<file path="config.mk">
export PLATFORM = sky130hd
export DESIGN_NAME = fp_narrow_pack
export DESIGN_NICKNAME = d
export VERILOG_FILES = /design/src/rtl/fpn_pkg.sv /design/src/rtl/fpn_down_lane.sv /design/src/rtl/fpn_up_lane.sv /design/src/rtl/fp_narrow_pack.sv
export SDC_FILE = /design/constraint.sdc
export NUM_CORES = 1
export LEC_CHECK = 0
export BUFFER_PORTS_ARGS = -buffer_cell sky130_fd_sc_hd__buf_4
export CAP_MARGIN = 20
export CORE_ASPECT_RATIO = 1.2
export CORE_MARGIN = 8
export CORE_UTILIZATION = 30
export CTS_CLUSTER_SIZE = 25
export DETAILED_ROUTE_END_ITERATION = 10
export PLACE_DENSITY = 0.48
export SLEW_MARGIN = 10
export SYNTH_ARGS = -nofsm -noshare
export SYNTH_HDL_FRONTEND = slang
export SYNTH_SLANG_ARGS = --single-unit
</file>
<file path="constraint.sdc">
create_clock -name clk -period 17.1 [get_ports clk]
set_input_delay 3.42 -clock clk [delete_from_list [all_inputs] [get_ports clk]]
set_output_delay 3.42 -clock clk [all_outputs]
set_load 0.01 [all_outputs]
</file>
<file path="src/rtl/fpn_pkg.sv">
package fpn_pkg;

    localparam int SP_W     = 32;
    localparam int SP_EXP_W = 8;
    localparam int SP_MAN_W = 23;
    localparam int HP_W     = 16;
    localparam int HP_EXP_W = 5;
    localparam int HP_MAN_W = 10;
    localparam int MAG_W    = 5;
    localparam int WORD_W   = 16;
    localparam int LANES    = 2;
    localparam int SCALE_W  = 10;

    typedef enum logic [1:0] {
        FMT_E2M3 = 2'd0,
        FMT_E3M2 = 2'd1,
        FMT_E2M1 = 2'd2,
        FMT_E2M1_ALIAS = 2'd3
    } fmt_e;

    typedef struct packed {
        logic                 sign;
        logic [SP_EXP_W-1:0]  exp;
        logic [SP_MAN_W-1:0]  man;
    } sp_t;

    typedef struct packed {
        logic              sign;
        logic [MAG_W-1:0]  mag;
    } nar_t;

    typedef struct packed {
        logic                        six;
        logic [1:0]                  mbits;
        logic signed [SCALE_W-1:0]   emin;
        logic signed [SCALE_W-1:0]   emax;
        logic [MAG_W-1:0]            maxmag;
        logic [HP_EXP_W-1:0]         hoff;
    } fmt_desc_t;

    function automatic fmt_desc_t fmt_desc(fmt_e f);
        fmt_desc_t d;
        case (f)
            FMT_E2M3: d = '{six: 1'b1, mbits: 2'd3, emin: 10'sd0,  emax: 10'sd2,
                            maxmag: 5'h1F, hoff: 5'd12};
            FMT_E3M2: d = '{six: 1'b1, mbits: 2'd2, emin: -10'sd2, emax: 10'sd4,
                            maxmag: 5'h1F, hoff: 5'd11};
            default:  d = '{six: 1'b0, mbits: 2'd1, emin: 10'sd0,  emax: 10'sd2,
                            maxmag: 5'h07, hoff: 5'd14};
        endcase
        return d;
    endfunction

    function automatic logic [3:0] msb_pos(logic [HP_MAN_W-1:0] v);
        logic [3:0] p;
        p = 4'd0;
        for (int i = 0; i < HP_MAN_W; i++) begin
            if (v[i]) p = 4'(i);
        end
        return p;
    endfunction

endpackage

</file>
<file path="src/rtl/fpn_down_lane.sv">
module fpn_down_lane
    import fpn_pkg::*;
(
    input  logic [SP_W-1:0]           src,
    input  logic [1:0]                mbits,
    input  logic signed [SCALE_W-1:0] emin,
    input  logic signed [SCALE_W-1:0] emax,
    input  logic [MAG_W-1:0]          maxmag,
    input  logic                      relu,
    output nar_t                      res
);
    localparam int SIG_W = SP_MAN_W + 1;
    localparam int EXT_W = 2 * SIG_W;
    localparam int SH_CAP = 30;

    sp_t                      x;
    logic                     is_nan, is_inf, is_tiny, over;
    logic signed [SCALE_W-1:0] unb, te, shf, tdiff;
    logic [4:0]               sh;
    logic [EXT_W-1:0]         ext;
    logic [MAG_W-1:0]         kept, rnd;
    logic                     guard, sticky;
    logic [7:0]               code;
    logic [EXT_W-SIG_W-MAG_W-1:0] top_unused;
    nar_t                     pre;

    assign x       = sp_t'(src);
    assign is_nan  = (x.exp == '1) && (x.man != '0);
    assign is_inf  = (x.exp == '1) && (x.man == '0);
    assign is_tiny = (x.exp == '0);

    always_comb begin
        unb   = $signed({2'b00, x.exp}) - 10'sd127;
        te    = (unb > emin) ? unb : emin;
        shf   = te - unb + 10'sd23 - $signed({8'b0, mbits});
        sh    = (shf > 10'sd30) ? 5'(SH_CAP) : shf[4:0];
        ext   = {1'b1, x.man, {SIG_W{1'b0}}} >> sh;
        kept  = ext[SIG_W +: MAG_W];
        guard = ext[SIG_W-1];
        sticky = |ext[SIG_W-2:0];
        rnd   = kept + {4'b0, guard & (sticky | kept[0])};
        tdiff = te - emin;
        code  = (8'(tdiff) << mbits) + {3'b0, rnd};
        over  = is_inf || (unb > emax) || (code > {3'b0, maxmag});
    end

    assign top_unused = ext[EXT_W-1:SIG_W+MAG_W];

    always_comb begin
        if (is_nan)       pre = '{sign: 1'b0,   mag: maxmag};
        else if (over)    pre = '{sign: x.sign, mag: maxmag};
        else if (is_tiny) pre = '{sign: x.sign, mag: '0};
        else              pre = '{sign: x.sign, mag: code[MAG_W-1:0]};
        res = (relu && pre.sign) ? '0 : pre;
    end

endmodule

</file>
<file path="src/rtl/fpn_up_lane.sv">
module fpn_up_lane
    import fpn_pkg::*;
(
    input  logic                 sign,
    input  logic [MAG_W-1:0]     mag,
    input  logic [1:0]           mbits,
    input  logic [HP_EXP_W-1:0]  hoff,
    input  logic                 relu,
    output logic [HP_W-1:0]      half
);
    logic [MAG_W-1:0]    ef, mf;
    logic                hid;
    logic [HP_MAN_W-1:0] base, n, frac;
    logic [3:0]          p;
    logic [HP_EXP_W-1:0] hexp;

    always_comb begin
        ef   = mag >> mbits;
        mf   = mag & ~(5'h1F << mbits);
        hid  = (ef != '0);
        base = {5'b0, mf} | (10'(hid) << mbits);
        n    = hid ? (base << (ef - 5'd1)) : base;
        p    = msb_pos(n);
        frac = n << (4'd10 - p);
        hexp = {1'b0, p} + hoff;
        if (relu && sign)   half = '0;
        else if (n == '0)   half = {sign, 15'b0};
        else                half = {sign, hexp, frac};
    end

endmodule

</file>
<file path="src/rtl/fp_narrow_pack.sv">
module fp_narrow_pack
    import fpn_pkg::*;
(
    input  logic              clk,
    input  logic              rst,
    input  logic              in_valid,
    input  logic [1:0]        fmt,
    input  logic              relu,
    input  logic [SP_W-1:0]   src_a,
    input  logic [SP_W-1:0]   src_b,
    input  logic [WORD_W-1:0] pk_in,
    output logic              out_valid,
    output logic [WORD_W-1:0] pk_out,
    output logic [HP_W-1:0]   half_a,
    output logic [HP_W-1:0]   half_b
);
    fmt_desc_t                    desc;
    logic [LANES-1:0][SP_W-1:0]   src_v;
    nar_t                         dres [LANES];
    logic [LANES-1:0][HP_W-1:0]   hres;
    logic [WORD_W-1:0]            pk_next;
    logic                         pad_unused;
    logic                         six_q, relu_q, nan_a;

    assign desc  = fmt_desc(fmt_e'(fmt));
    assign src_v = {src_a, src_b};
    assign pad_unused = ^{pk_in[15:14], pk_in[7:6]};

    for (genvar g = 0; g < LANES; g++) begin : g_lane
        fpn_down_lane u_down (
            .src    (src_v[g]),
            .mbits  (desc.mbits),
            .emin   (desc.emin),
            .emax   (desc.emax),
            .maxmag (desc.maxmag),
            .relu   (relu),
            .res    (dres[g])
        );
        fpn_up_lane u_up (
            .sign  (desc.six ? pk_in[8*g+5] : pk_in[4*g+3]),
            .mag   (desc.six ? pk_in[8*g +: 5] : {2'b00, pk_in[4*g +: 3]}),
            .mbits (desc.mbits),
            .hoff  (desc.hoff),
            .relu  (relu),
            .half  (hres[g])
        );
    end

    always_comb begin
        if (desc.six)
            pk_next = {2'b00, dres[1].sign, dres[1].mag, 2'b00, dres[0].sign, dres[0].mag};
        else
            pk_next = {8'h00, dres[1].sign, dres[1].mag[2:0], dres[0].sign, dres[0].mag[2:0]};
    end

    always_ff @(posedge clk) begin
        if (rst) begin
            out_valid <= 1'b0;
            pk_out    <= '0;
            half_a    <= '0;
            half_b    <= '0;
            six_q     <= 1'b0;
            relu_q    <= 1'b0;
        end else begin
            out_valid <= in_valid;
            if (in_valid) begin
                pk_out <= pk_next;
                half_a <= hres[1];
                half_b <= hres[0];
                six_q  <= desc.six;
                relu_q <= relu;
            end
        end
    end

    assign nan_a = (src_a[30:23] == 8'hFF) && (src_a[22:0] != '0);

    AST_VALID_FOLLOWS: assert property (@(posedge clk) disable iff (rst)
        in_valid |=> out_valid);
    AST_IDLE_NO_VALID: assert property (@(posedge clk) disable iff (rst)
        !in_valid |=> !out_valid);
    AST_IDLE_HOLD: assert property (@(posedge clk) disable iff (rst)
        !in_valid |=> ($stable(pk_out) && $stable(half_a) && $stable(half_b)));
    AST_PAD_ZERO: assert property (@(posedge clk) disable iff (rst)
        (out_valid && six_q) |-> (pk_out[15:14] == 2'b00 && pk_out[7:6] == 2'b00));
    AST_NIB_UPPER_ZERO: assert property (@(posedge clk) disable iff (rst)
        (out_valid && !six_q) |-> (pk_out[15:8] == 8'h00));
    AST_NAN_POS_MAX: assert property (@(posedge clk) disable iff (rst)
        (in_valid && nan_a) |=> (six_q ? (pk_out[13:8] == {1'b0, $past(desc.maxmag)})
                                       : (pk_out[7:4] == {1'b0, $past(desc.maxmag[2:0])})));
    AST_RELU_NONNEG: assert property (@(posedge clk) disable iff (rst)
        (out_valid && relu_q) |-> (!half_a[15] && !half_b[15] &&
            (six_q ? (!pk_out[13] && !pk_out[5]) : (!pk_out[7] && !pk_out[3]))));

endmodule

</file>
==> results.yml <==
outcome:
  status: "complete, no violations"
finish:
  num_antenna_cells: 0
  layout_commonest_cell: "buf_4"
  layout_common_cells: "buf_4, nor2_1, nand2_1"
  syn_to_final_growth_pct: 13.2
  drive_gt1_frac: 0.135
  nNetsFinal: 1831
setup_path:
  startpoint_type: "input port"
  cp.arrival_ns: 14.10
  cp_data_required_time_ns: 17.32
  cp-end-kind: "flop"
  crit_fanout: 34
  crit_type: "in -> reg"
  crit_slowest_cell: "nor2_1"
  crit_path_max_incr_delay_ns: 0.84
  cp_common_cell: "ha_1"
timing:
  drv_slew: 0
  finalClockSkew_ns: 0
  period_needed_ns: 13.89
  worst_slew_pin_slew_ns: 1.08
  hold_viol_final: 0
  timing.final.crit_share: 0.812
  fmax_mhz: 72.0
  slew_headroom: 0.276
  finalSetupTns_ns: 0
  whs_ns: 0.463
  setup_viol_count_final: 0
  rsz0062_at_grt: "false"
power:
  swShare: 0.570
  power_frac_clock: 0.058
  seqPwrFrac: 0.064
  leakagePower_nw: 5.23
  power_density_mw_per_mm2: 157
  comb_power_share: 0.878
  p_int_uw: 849
  p_switching_mw: 1.13
  vdd_drop_max_v: 0.0000551
flow_run:
  maxCapViolCount: 0
route:
  drt-met1-wl_um: 17100
  dr_wl_met3_um: 1660
  drc: 0
  drt_first_pass_iters: 5
  drt-initial-drc-count: 876
  route.top_layer_used: "met4"
  wl_um: 38900
  viasPerCell: 5.78
  wl_per_cell_um: 18.5
  vias: 12169
  met2_wirelength_um: 19200
  ant_nets: 0
clock_tree:
  cts_buffers: 5
  postCtsResizedCells: 0
  clk_path_buf_depth: 2
  path_clk_slew_ns: 0.06
  cts_tree: "yes"
  clk_latency_ns: 0.29
  cts_sinks: 47
  postCtsSetupRepairBufs: 0
  cts-htree-levels: 2
  root_buffer: "clkbuf_16"
  ctsHoldBuffers: 0
die:
  ios: 135
  start_util: 0.304
  rows: 77
  die_w_um: 192
  core_area_mm2: 0.0367
  die_area_mm2: 0.0436
  die-height_um: 227
hold_path:
  hold_path.class: "reg -> reg"
grt:
  antenna_found_initial: 0
  grt_pass1_wl_um: 62500
  grt_pass1_vias: 11744
  overflow: 0
  grt_start_max_net_pins: 62
  grtUsageTotal: 0.172
synth:
  synth_cell_types: 105
  synth_top_flop_cell: "dfxtp_1"
  synth_edf_count: 0
  async_flop_share: 0
  seq_area_frac_synth: 0.0844
  synthesis.instances: 1565
  syn_area_per_cell_um2: 7.12
  synth_seq_cells: 47
  yosysWarnings: 0
  netlist_area_mm2: 0.0111
placement:
  io_buffers: 130
  place_congestion: 0.896
  dp_hpwl_um: 30700
==> worst max-delay path, delay by kind of cell <==
kind	cells	cell delay (ns)
AND/OR/NAND/NOR	16	3.19
AO/OA/AOI/OAI	15	2.94
adder cells (fa/ha/maj)	7	2.76
buffers and inverters	6	1.56
XOR/XNOR	1	0.17
==> cells by family (layout without fill, tap and decap cells) <==
logic type,count (synthesis),after routing,share of synthesized area
AO/OA/AOI/OAI,534,534,0.336
XOR/XNOR,50,50,0.0406
adder cells (fa/ha/maj),115,115,0.137
buffers and inverters,177,240,0.0655
flip-flops,47,47,0.0844
multiplexers,83,83,0.0845
other,1,4,0.000337
AND/OR/NAND/NOR,558,558,0.252
==> cell type report <==
type                       count  area, um2
clock buffer                   6        139
clock inverter                 2       35.0
fill                        3952      24100
inverter                      87        327
multi-input combinational   1344       9490
sequential                    47        941
tap                          474        593
timing repair buffer         145       1090
==> power by group through the flow <==
| stage | sequential [mW] | combinational [mW] | clock [mW] |
|---|---|---|---|
| final | 0.127 | 1.73 | 0.115 |
| after global routing | 0.128 | 1.93 | 0.123 |
| after global placement | 0.129 | 1.72 | 0 |
| after floorplan | 0.131 | 1.30 | 0 |
| after CTS | 0.127 | 1.72 | 0.119 |
| after detailed placement | 0.129 | 1.71 | 0 |
==> sequential cells by signal (all words and copies together), names as in the netlist <==
signal and flops:
half_a 16, half_b 16, pk_out 14, out_valid 1
==> per-layer routing <==
| metal | up-vias | global-route usage |
|---|---|---|
| met2 | 350 | 0.307 |
| li1 | 6011 | - |
| met4 | 0 | 0.0487 |
| met1 | 5737 | 0.217 |
| met3 | 71 | 0.0141 |
| met5 | - | 0 |
==> path summary, 6_finish.rpt <==
check	start	cells after the start	to	slack, ns
max	fmt[0]	45	pk_out[5]$_SDFFE_PP0P_	3.21
min	half_b[0]$_SDFFE_PP0P_	1	half_b[0]$_SDFFE_PP0P_	0.46
max reg2reg	half_a[9]$_SDFFE_PP0P_	4	half_a[9]$_SDFFE_PP0P_	15.97
min reg2reg	half_b[0]$_SDFFE_PP0P_	1	half_b[0]$_SDFFE_PP0P_	0.46
==> cells in the mapped netlist, types with 20 or more instances <==
cell type  instances  area (um2)
nand2_1          138         518
nor2_1           138         518
a21oi_1          118         591
ha_1             103        1290
o21ai_0           95         475
inv_1             86         323
clkbuf_1          60         225
mux2i_1           60         601
nand3_1           55         275
dfxtp_1           47         941
nor2b_1           37         231
nor3_1            35         175
o211ai_1          33         248
xnor2_1           29         254
o21a_1            26         195
a22oi_1           21         158
nand2b_1          21         131
nor4_1            20         125
==> through the flow <==
step                       util  instance area (um2)  setup slack (ns)  instances  total power [mW]
final                     0.344                12600              3.21       2105              1.98
after global routing      0.344                12600              2.18       2105              2.18
after CTS                 0.344                12600              3.23       2105              1.97
after detailed placement  0.339                12400              2.95       2097              1.84
after global placement    0.339                12400              2.94       2097              1.84
after floorplan               -                11200              3.71       1568              1.43
Note: power is estimated with default switching activity, not from simulation.
